--- src/rtl/nand_erase_pkg.sv ---
package nand_erase_pkg;

   // kind of a single flash bus cycle
   typedef enum logic [1:0] {
      BUS_CMD,
      BUS_ADDR,
      BUS_READ
   } bus_kind_e;

   // erase sequencer states, in issue order
   typedef enum logic [3:0] {
      ST_IDLE,
      ST_SETUP,
      ST_ADDR0,
      ST_ADDR1,
      ST_ADDR2,
      ST_CONFIRM,
      ST_WAIT,
      ST_STATUS,
      ST_READ
   } seq_state_e;

   localparam logic [7:0] OP_ERASE_SETUP  = 8'h60;
   localparam logic [7:0] OP_ERASE_GO     = 8'hD0;
   localparam logic [7:0] OP_READ_STATUS  = 8'h70;
   localparam int         ADDR_CYCLES     = 3;

endpackage

--- src/rtl/nand_erase_strobe.sv ---
module nand_erase_strobe
   import nand_erase_pkg::*;
#(
   parameter int HALF_CYC = 2
) (
   input  logic      clk,
   input  logic      rst_n,
   input  logic      start,
   input  bus_kind_e kind,
   input  logic [7:0] wr_byte,
   input  logic [7:0] rd_bus,
   output logic      cle,
   output logic      ale,
   output logic      we_n,
   output logic      re_n,
   output logic [7:0] dq_out,
   output logic      dq_oe,
   output logic      fin,
   output logic [7:0] rd_byte
);

   localparam int CW = (HALF_CYC < 2) ? 1 : $clog2(HALF_CYC);

   if (HALF_CYC < 1) begin : g_bad_half
      $error("HALF_CYC must be at least 1");
   end

   typedef enum logic [1:0] {PH_IDLE, PH_LOW, PH_HIGH} phase_e;

   phase_e     phase;
   logic [CW-1:0] cnt;
   bus_kind_e  kind_q;
   logic [7:0] byte_q;
   logic [7:0] rd_q;

   always_ff @(posedge clk or negedge rst_n) begin
      if (!rst_n) begin
         phase  <= PH_IDLE;
         cnt    <= '0;
         kind_q <= BUS_CMD;
         byte_q <= '0;
         rd_q   <= '0;
      end else begin
         case (phase)
            PH_IDLE: begin
               if (start) begin
                  phase  <= PH_LOW;
                  cnt    <= CW'(HALF_CYC - 1);
                  kind_q <= kind;
                  byte_q <= wr_byte;
               end
            end
            PH_LOW: begin
               if (cnt == '0) begin
                  if (kind_q == BUS_READ) rd_q <= rd_bus;
                  phase <= PH_HIGH;
                  cnt   <= CW'(HALF_CYC - 1);
               end else begin
                  cnt <= cnt - 1'b1;
               end
            end
            PH_HIGH: begin
               if (cnt == '0) phase <= PH_IDLE;
               else           cnt   <= cnt - 1'b1;
            end
            default: phase <= PH_IDLE;
         endcase
      end
   end

   always_comb begin
      cle    = (phase != PH_IDLE) && (kind_q == BUS_CMD);
      ale    = (phase != PH_IDLE) && (kind_q == BUS_ADDR);
      we_n   = !((phase == PH_LOW) && (kind_q != BUS_READ));
      re_n   = !((phase == PH_LOW) && (kind_q == BUS_READ));
      dq_oe  = (phase != PH_IDLE) && (kind_q != BUS_READ);
      dq_out = byte_q;
      fin    = (phase == PH_HIGH) && (cnt == '0);
   end

   assign rd_byte = rd_q;

   // latch enables exclusive, strobes exclusive
   p_cle_ale_excl_r10: assert property (@(posedge clk) disable iff (!rst_n)
      !(cle && ale));
   p_we_re_excl_r10: assert property (@(posedge clk) disable iff (!rst_n)
      !(!we_n && !re_n));
   // data and latch enables held over the rising strobe edge
   p_held_r6: assert property (@(posedge clk) disable iff (!rst_n)
      $rose(we_n) |-> ($stable(dq_out) && $stable(cle) && $stable(ale)));
   // a new cycle is requested only on an idle bus
   p_start_idle_r6: assert property (@(posedge clk) disable iff (!rst_n)
      start |-> (phase == PH_IDLE));

endmodule

--- src/rtl/nand_erase_busywait.sv ---
module nand_erase_busywait #(
   parameter int SYNC_STAGES = 2,
   parameter int GUARD_CYC   = 8,
   parameter int LIMIT       = 1000000
) (
   input  logic clk,
   input  logic rst_n,
   input  logic start,
   input  logic rb,
   output logic done,
   output logic timed_out
);

   localparam int GW = (GUARD_CYC < 2) ? 1 : $clog2(GUARD_CYC);
   localparam int LW = $clog2(LIMIT + 1);

   if (GUARD_CYC < 1) begin : g_bad_guard
      $error("GUARD_CYC must be at least 1");
   end
   if (LIMIT < 1) begin : g_bad_limit
      $error("LIMIT must be at least 1");
   end

   logic rb_s;

   if (SYNC_STAGES == 0) begin : g_nosync
      assign rb_s = rb;
   end else begin : g_sync
      logic [SYNC_STAGES-1:0] sh;
      always_ff @(posedge clk or negedge rst_n) begin
         if (!rst_n) begin
            sh <= '1;
         end else begin
            sh[0] <= rb;
            for (int k = 1; k < SYNC_STAGES; k++) sh[k] <= sh[k-1];
         end
      end
      assign rb_s = sh[SYNC_STAGES-1];
   end

   typedef enum logic [1:0] {W_IDLE, W_GUARD, W_POLL} wait_e;

   wait_e         st;
   logic [GW-1:0] gcnt;
   logic [LW-1:0] lcnt;
   logic          over;

   assign over      = (lcnt == LW'(LIMIT));
   assign done      = (st == W_POLL) && (rb_s || over);
   assign timed_out = (st == W_POLL) && !rb_s && over;

   always_ff @(posedge clk or negedge rst_n) begin
      if (!rst_n) begin
         st   <= W_IDLE;
         gcnt <= '0;
         lcnt <= '0;
      end else begin
         case (st)
            W_IDLE: begin
               if (start) begin
                  st   <= W_GUARD;
                  gcnt <= GW'(GUARD_CYC - 1);
               end
            end
            W_GUARD: begin
               if (gcnt == '0) begin
                  st   <= W_POLL;
                  lcnt <= '0;
               end else begin
                  gcnt <= gcnt - 1'b1;
               end
            end
            W_POLL: begin
               if (done) st   <= W_IDLE;
               else      lcnt <= lcnt + 1'b1;
            end
            default: st <= W_IDLE;
         endcase
      end
   end

   // a wait is only started when none is running
   p_start_free_r7: assert property (@(posedge clk) disable iff (!rst_n)
      start |-> (st == W_IDLE));

endmodule

--- src/rtl/nand_erase_seq.sv ---
module nand_erase_seq
   import nand_erase_pkg::*;
#(
   parameter int BLK_W       = 14,
   parameter int PG_W        = 5,
   parameter int HALF_CYC    = 2,
   parameter int GUARD_CYC   = 8,
   parameter int BUSY_LIMIT  = 1000000,
   parameter int SYNC_STAGES = 2
) (
   input  logic             clk,
   input  logic             rst_n,
   input  logic             req_valid,
   output logic             req_ready,
   input  logic [BLK_W-1:0] req_block,
   output logic             done,
   output logic             fail,
   output logic             timed_out,
   output logic             nand_ce_n,
   output logic             nand_cle,
   output logic             nand_ale,
   output logic             nand_we_n,
   output logic             nand_re_n,
   output logic [7:0]       nand_dq_out,
   output logic             nand_dq_oe,
   input  logic [7:0]       nand_dq_in,
   input  logic             nand_rb
);

   localparam int RW = 8 * ADDR_CYCLES;

   if (BLK_W < 1 || BLK_W + PG_W > RW) begin : g_bad_row
      $error("block number plus page bits must fit the address cycles");
   end

   seq_state_e       state;
   logic             issued;
   logic [BLK_W-1:0] blk_q;
   logic             done_q, fail_q, to_q;

   logic [RW-1:0]    row_addr;
   logic [7:0]       abyte [ADDR_CYCLES];

   assign row_addr = RW'(blk_q) << PG_W;

   for (genvar i = 0; i < ADDR_CYCLES; i++) begin : g_abyte
      assign abyte[i] = row_addr[8*i +: 8];
   end

   // bus cycle request for the current state
   logic       on_bus;
   bus_kind_e  b_kind;
   logic [7:0] b_byte;
   seq_state_e b_next;

   always_comb begin
      on_bus = 1'b1;
      b_kind = BUS_CMD;
      b_byte = 8'h00;
      b_next = ST_IDLE;
      case (state)
         ST_SETUP:   begin b_byte = OP_ERASE_SETUP; b_next = ST_ADDR0; end
         ST_ADDR0:   begin b_kind = BUS_ADDR; b_byte = abyte[0]; b_next = ST_ADDR1; end
         ST_ADDR1:   begin b_kind = BUS_ADDR; b_byte = abyte[1]; b_next = ST_ADDR2; end
         ST_ADDR2:   begin b_kind = BUS_ADDR; b_byte = abyte[2]; b_next = ST_CONFIRM; end
         ST_CONFIRM: begin b_byte = OP_ERASE_GO; b_next = ST_WAIT; end
         ST_STATUS:  begin b_byte = OP_READ_STATUS; b_next = ST_READ; end
         ST_READ:    begin b_kind = BUS_READ; b_next = ST_IDLE; end
         default:    on_bus = 1'b0;
      endcase
   end

   logic       bus_start, bus_fin;
   logic [7:0] stat_byte;
   logic       bw_start, bw_done, bw_to;

   assign bus_start = on_bus && !issued;
   assign bw_start  = (state == ST_CONFIRM) && bus_fin;

   nand_erase_strobe #(.HALF_CYC(HALF_CYC)) u_strobe (
      .clk     (clk),
      .rst_n   (rst_n),
      .start   (bus_start),
      .kind    (b_kind),
      .wr_byte (b_byte),
      .rd_bus  (nand_dq_in),
      .cle     (nand_cle),
      .ale     (nand_ale),
      .we_n    (nand_we_n),
      .re_n    (nand_re_n),
      .dq_out  (nand_dq_out),
      .dq_oe   (nand_dq_oe),
      .fin     (bus_fin),
      .rd_byte (stat_byte)
   );

   nand_erase_busywait #(
      .SYNC_STAGES (SYNC_STAGES),
      .GUARD_CYC   (GUARD_CYC),
      .LIMIT       (BUSY_LIMIT)
   ) u_wait (
      .clk       (clk),
      .rst_n     (rst_n),
      .start     (bw_start),
      .rb        (nand_rb),
      .done      (bw_done),
      .timed_out (bw_to)
   );

   logic unused_stat;
   assign unused_stat = ^stat_byte[7:1];

   always_ff @(posedge clk or negedge rst_n) begin
      if (!rst_n) begin
         state  <= ST_IDLE;
         issued <= 1'b0;
         blk_q  <= '0;
         done_q <= 1'b0;
         fail_q <= 1'b0;
         to_q   <= 1'b0;
      end else begin
         done_q <= 1'b0;
         fail_q <= 1'b0;
         to_q   <= 1'b0;
         case (state)
            ST_IDLE: begin
               if (req_valid) begin
                  blk_q  <= req_block;
                  state  <= ST_SETUP;
                  issued <= 1'b0;
               end
            end
            ST_WAIT: begin
               if (bw_done) begin
                  if (bw_to) begin
                     done_q <= 1'b1;
                     fail_q <= 1'b1;
                     to_q   <= 1'b1;
                     state  <= ST_IDLE;
                  end else begin
                     state  <= ST_STATUS;
                  end
               end
            end
            default: begin
               if (bus_start) issued <= 1'b1;
               if (bus_fin) begin
                  issued <= 1'b0;
                  state  <= b_next;
                  if (state == ST_READ) begin
                     done_q <= 1'b1;
                     fail_q <= stat_byte[0];
                  end
               end
            end
         endcase
      end
   end

   assign req_ready = (state == ST_IDLE);
   assign nand_ce_n = (state == ST_IDLE);
   assign done      = done_q;
   assign fail      = fail_q;
   assign timed_out = to_q;

   // completion lasts one clock
   p_done_pulse_r8: assert property (@(posedge clk) disable iff (!rst_n)
      done |=> !done);
   // verdict flags only accompany done
   p_quiet_flags_r8: assert property (@(posedge clk) disable iff (!rst_n)
      !done |-> (!fail && !timed_out));
   // acceptance closes the request channel
   p_accept_r2: assert property (@(posedge clk) disable iff (!rst_n)
      (req_valid && req_ready) |=> !req_ready);
   // the busy monitor reports only while the sequencer waits on it
   p_wait_only_r7: assert property (@(posedge clk) disable iff (!rst_n)
      bw_done |-> (state == ST_WAIT));
   // a timeout always fails
   p_timeout_fails_r9: assert property (@(posedge clk) disable iff (!rst_n)
      timed_out |-> fail);

endmodule

--- config.mk ---
export PLATFORM = sky130hd
export DESIGN_NAME = nand_erase_seq
export DESIGN_NICKNAME = d
export VERILOG_FILES = /design/src/rtl/nand_erase_pkg.sv /design/src/rtl/nand_erase_strobe.sv /design/src/rtl/nand_erase_busywait.sv /design/src/rtl/nand_erase_seq.sv
export SDC_FILE = /design/constraint.sdc
export NUM_CORES = 1
export LEC_CHECK = 0
export ABC_AREA = 0
export BUFFER_PORTS_ARGS = -buffer_cell sky130_fd_sc_hd__buf_2
export CORE_UTILIZATION = 35
export CTS_BUF_LIST = sky130_fd_sc_hd__clkbuf_2 sky130_fd_sc_hd__clkbuf_4 sky130_fd_sc_hd__clkbuf_8
export DETAILED_ROUTE_END_ITERATION = 10
export SLEW_MARGIN = 20
export SYNTH_ARGS = -nofsm -noshare
export SYNTH_HDL_FRONTEND = slang
export SYNTH_SLANG_ARGS = --single-unit
--- constraint.sdc ---
create_clock -name clk -period 1.8 [get_ports clk]
set_clock_uncertainty 0.1 [all_clocks]
set_input_delay 0.27 -clock clk [delete_from_list [all_inputs] [get_ports clk]]
set_output_delay 0.27 -clock clk [all_outputs]
set_load 0.02 [all_outputs]
==> out/metrics.csv <==
metric;value;unit
drt_pass1_iterations;4;
cp.depth;8;
p_per_area;1050;nW/um^2
fmax;0.511;GHz
r2r_setup_slack;-0.16;ns
r2r_start;state[0];
nets;470;
synthTopCellsByArea;dfrtp_1 46%, mux2_2 5.4%, nand2_1 4.6%;
cts_buffer_depth;2;
p_leak;2.31;nW
num_vias;2799;
max_slew_margin;0.716;
seqPwrFrac;0.335;
die_x;99.4;um
crit_path_frequent_cell;buf_6;
worst_pin_slew;0.423;ns
holdWs;0.0452;ns
numClockSinks;63;
power;5.13;mW
portBuffers;36;
cpLargestDelayFamily;simple AND/OR/NAND/NOR gates;
hold_viol_final;0;
critPathKind;flip-flop to flip-flop;
min_period;1.96;ns
ir_drop;456;uV
p_switching;1.77;mW
syn-num-nets;348;
antenna_left;0;
cts_tree;yes;
root_buffer;clkbuf_8;
crit_arrival;2.10;ns
critPathCaptureType;flip-flop;
wirelength;8060;um
start_kind;flip-flop;
reg2reg_to;state[3];
critical_path_buf_inv_count;3;
routabilityCongestion;0.802;
num_rows;35;
synth_ff_type;dfrtp_1;
setup.worst_path.start;state[0];
diodes;0;
cts.htree.levels;3;
period_share;1.09;
synth_most_common_cell;dfrtp_1;
wl_per_cell;14.0;um
synth_edf_count;0;
areaGrowthSynthToFinish;47.2;%
drtIter0Drc;82;
crit_end;state[3];
synth_area_per_cell;10.5;sq um
reg2regPathDepth;8;
crit_slowest_cell;dfrtp_1;
hold_depth;2;
max_cap_viol_count;0;
swShare;0.345;
final_area;4890;sq um
die_y;99.4;um
grt_start_max_net_pins;64;
cts_buffers;9;
critPathMaxStageDelay;0.41;ns
post-route-drc-count;0;
setup_violations;44;
grt_antenna_before_repair;0;
slew_violations;0;
place_hpwl;5480;um
setup_slack;-0.157;ns
violations;setup timing;
ys_seq_area_frac;0.475;
ys_warn_count;0;
ys_seq_elements;63;
io_pins;44;
dp_worst_setup_slack;-0.196;ns
synth_area_leader_cell;dfrtp_1;
synth_async_sr_flop_share;1.00;
crit_chain;buf_6 > buf_6 > nor4_4 > buf_4 > nand2_4 > and3b_2 > nand2b_4 > mux2_4;
worstPathMaxFanout;3;
clock_latency;0.35;ns
setup_tns;-2.95;ns
synth_top_cell_area_share;0.459;
outcome;finished, violations left;
p_clk_frac;0.278;
dieArea;9890;sq um
intPower;3.36;mW
grt_overflow;0;
min_path_type;primary input to flip-flop;
yosys.cell_types.count;67;
syn_inst;318;
synth_common_cells;61 x dfrtp_1, 41 x nand2_1, 17 x nor2_1, 16 x mux2_2, 15 x nand3_1;
clkSlewWorstSetupHoldPaths;0.08;ns
coreArea;9240;sq um
crit_required;1.94;ns
dpl-instance-area;4120;sq um
synthesis.area;3320;sq um
grt_use_total;0.173;
final_layout_size_suffix_gt1_frac;0.501;
via_per_inst;4.88;
grt_pass1_vias;2794;
grt_first_pass_wirelength;13400;um
p_comb_frac;0.387;
start_util;0.360;
rsz0062_at_grt;true;
==> per-stage QoR <==
| step | instances | utilization |
|---|---|---|
| CTS | 568 | 0.502 |
| global route | 574 | 0.529 |
| floorplan | 318 | - |
| detailed placement | 537 | 0.446 |
| finish | 574 | 0.529 |
| global placement | 537 | 0.446 |
==> what timing repair did <==
item,CTS,global route
gates resized for setup,36,56
pin swaps,9,19
setup buffers,12,7
hold buffers,2,0
hold endpoints to repair,62,0
setup endpoints to repair,27,52
gates cloned,1,0
==> state kept, by name, summed over array words and instances, names as in the netlist <==
signal	cells
u_wait.lcnt	20
blk_q	14
u_strobe.dq_out	8
state	4
u_wait.gcnt	3
u_strobe.kind_q	2
u_strobe.phase	2
u_wait.g_sync.sh	2
u_wait.st	2
done	1
fail	1
issued	1
timed_out	1
u_strobe.cnt	1
u_strobe.rd_byte	1
==> power by group through the flow <==
| stage | clock network, mW | registers, mW | logic [mW] |
|---|---|---|---|
| 2_1_floorplan | 0 | 1.77 | 0.815 |
| 3_3_place_gp | 0 | 1.72 | 1.46 |
| 3_5_place_dp | 0 | 1.73 | 1.48 |
| 4_1_cts | 1.45 | 1.69 | 1.75 |
| 5_1_grt | 1.51 | 1.74 | 2.14 |
| 6_report | 1.43 | 1.72 | 1.98 |
==> cells in the final DEF (no fill, tap or decap), types with 6 or more instances in the layout <==
| cell | synthesis | layout |
|---|---|---|
| mux2i_1 | 6 | 6 |
| dfrtp_1 | 61 | 59 |
| mux2_2 | 16 | 16 |
| nand2_1 | 41 | 27 |
| clkbuf_8 | 0 | 9 |
| nor2b_1 | 8 | 7 |
| buf_4 | 3 | 66 |
| a21oi_1 | 13 | 11 |
| inv_1 | 10 | 8 |
| nand3_1 | 15 | 13 |
| nor3_1 | 9 | 8 |
| nand2_4 | 0 | 6 |
| buf_2 | 5 | 33 |
| nor2_1 | 17 | 16 |
| buf_6 | 3 | 19 |
| nand2_2 | 1 | 9 |
==> worst register-to-register path, delay by kind of cell, from the launching register on <==
kind,cells,cell delay (ns)
buf+inv,3,0.41
flops,1,0.41
mux,1,0.29
simple gates,4,0.65
==> kinds of logic after synthesis <==
logic type | share of synthesized area
buffers and inverters | 0.0380
AOI/OAI and AO/OA | 0.131
adders and majority gates | 0.0151
xor gates and xnor gates | 0.0132
muxes | 0.0768
DFF | 0.475
and+or+nand+nor | 0.251
==> worst min-delay path by stage <==
stage                  startpoint            endpoint
floorplan                   rst_n            blk_q[0]
global placement            rst_n  u_strobe.kind_q[0]
detailed placement          rst_n  u_strobe.kind_q[0]
CTS                 req_block[13]           blk_q[13]
global route         req_block[1]            blk_q[1]
finish               req_block[1]            blk_q[1]
==> area by class of cell <==
type                    count  area, sq um
repair buffers            124          982
clock buffers               9          124
fillers                   802         4350
clock inverters             7          103
inverters                  10         37.5
flip-flops and latches     63         1580
multi-input cells         232         1900
well taps                 129          161
==> per-layer routing <==
layer  global-route usage  vias up  share of wire
met2                0.269       45           0.49
met4               0.0611        0          0.016
li1                     -     1394              -
met3               0.0365       11          0.025
met1                0.240     1349           0.47
met5                    0        -              0
No activity file was read; power rests on OpenSTA's default activity.
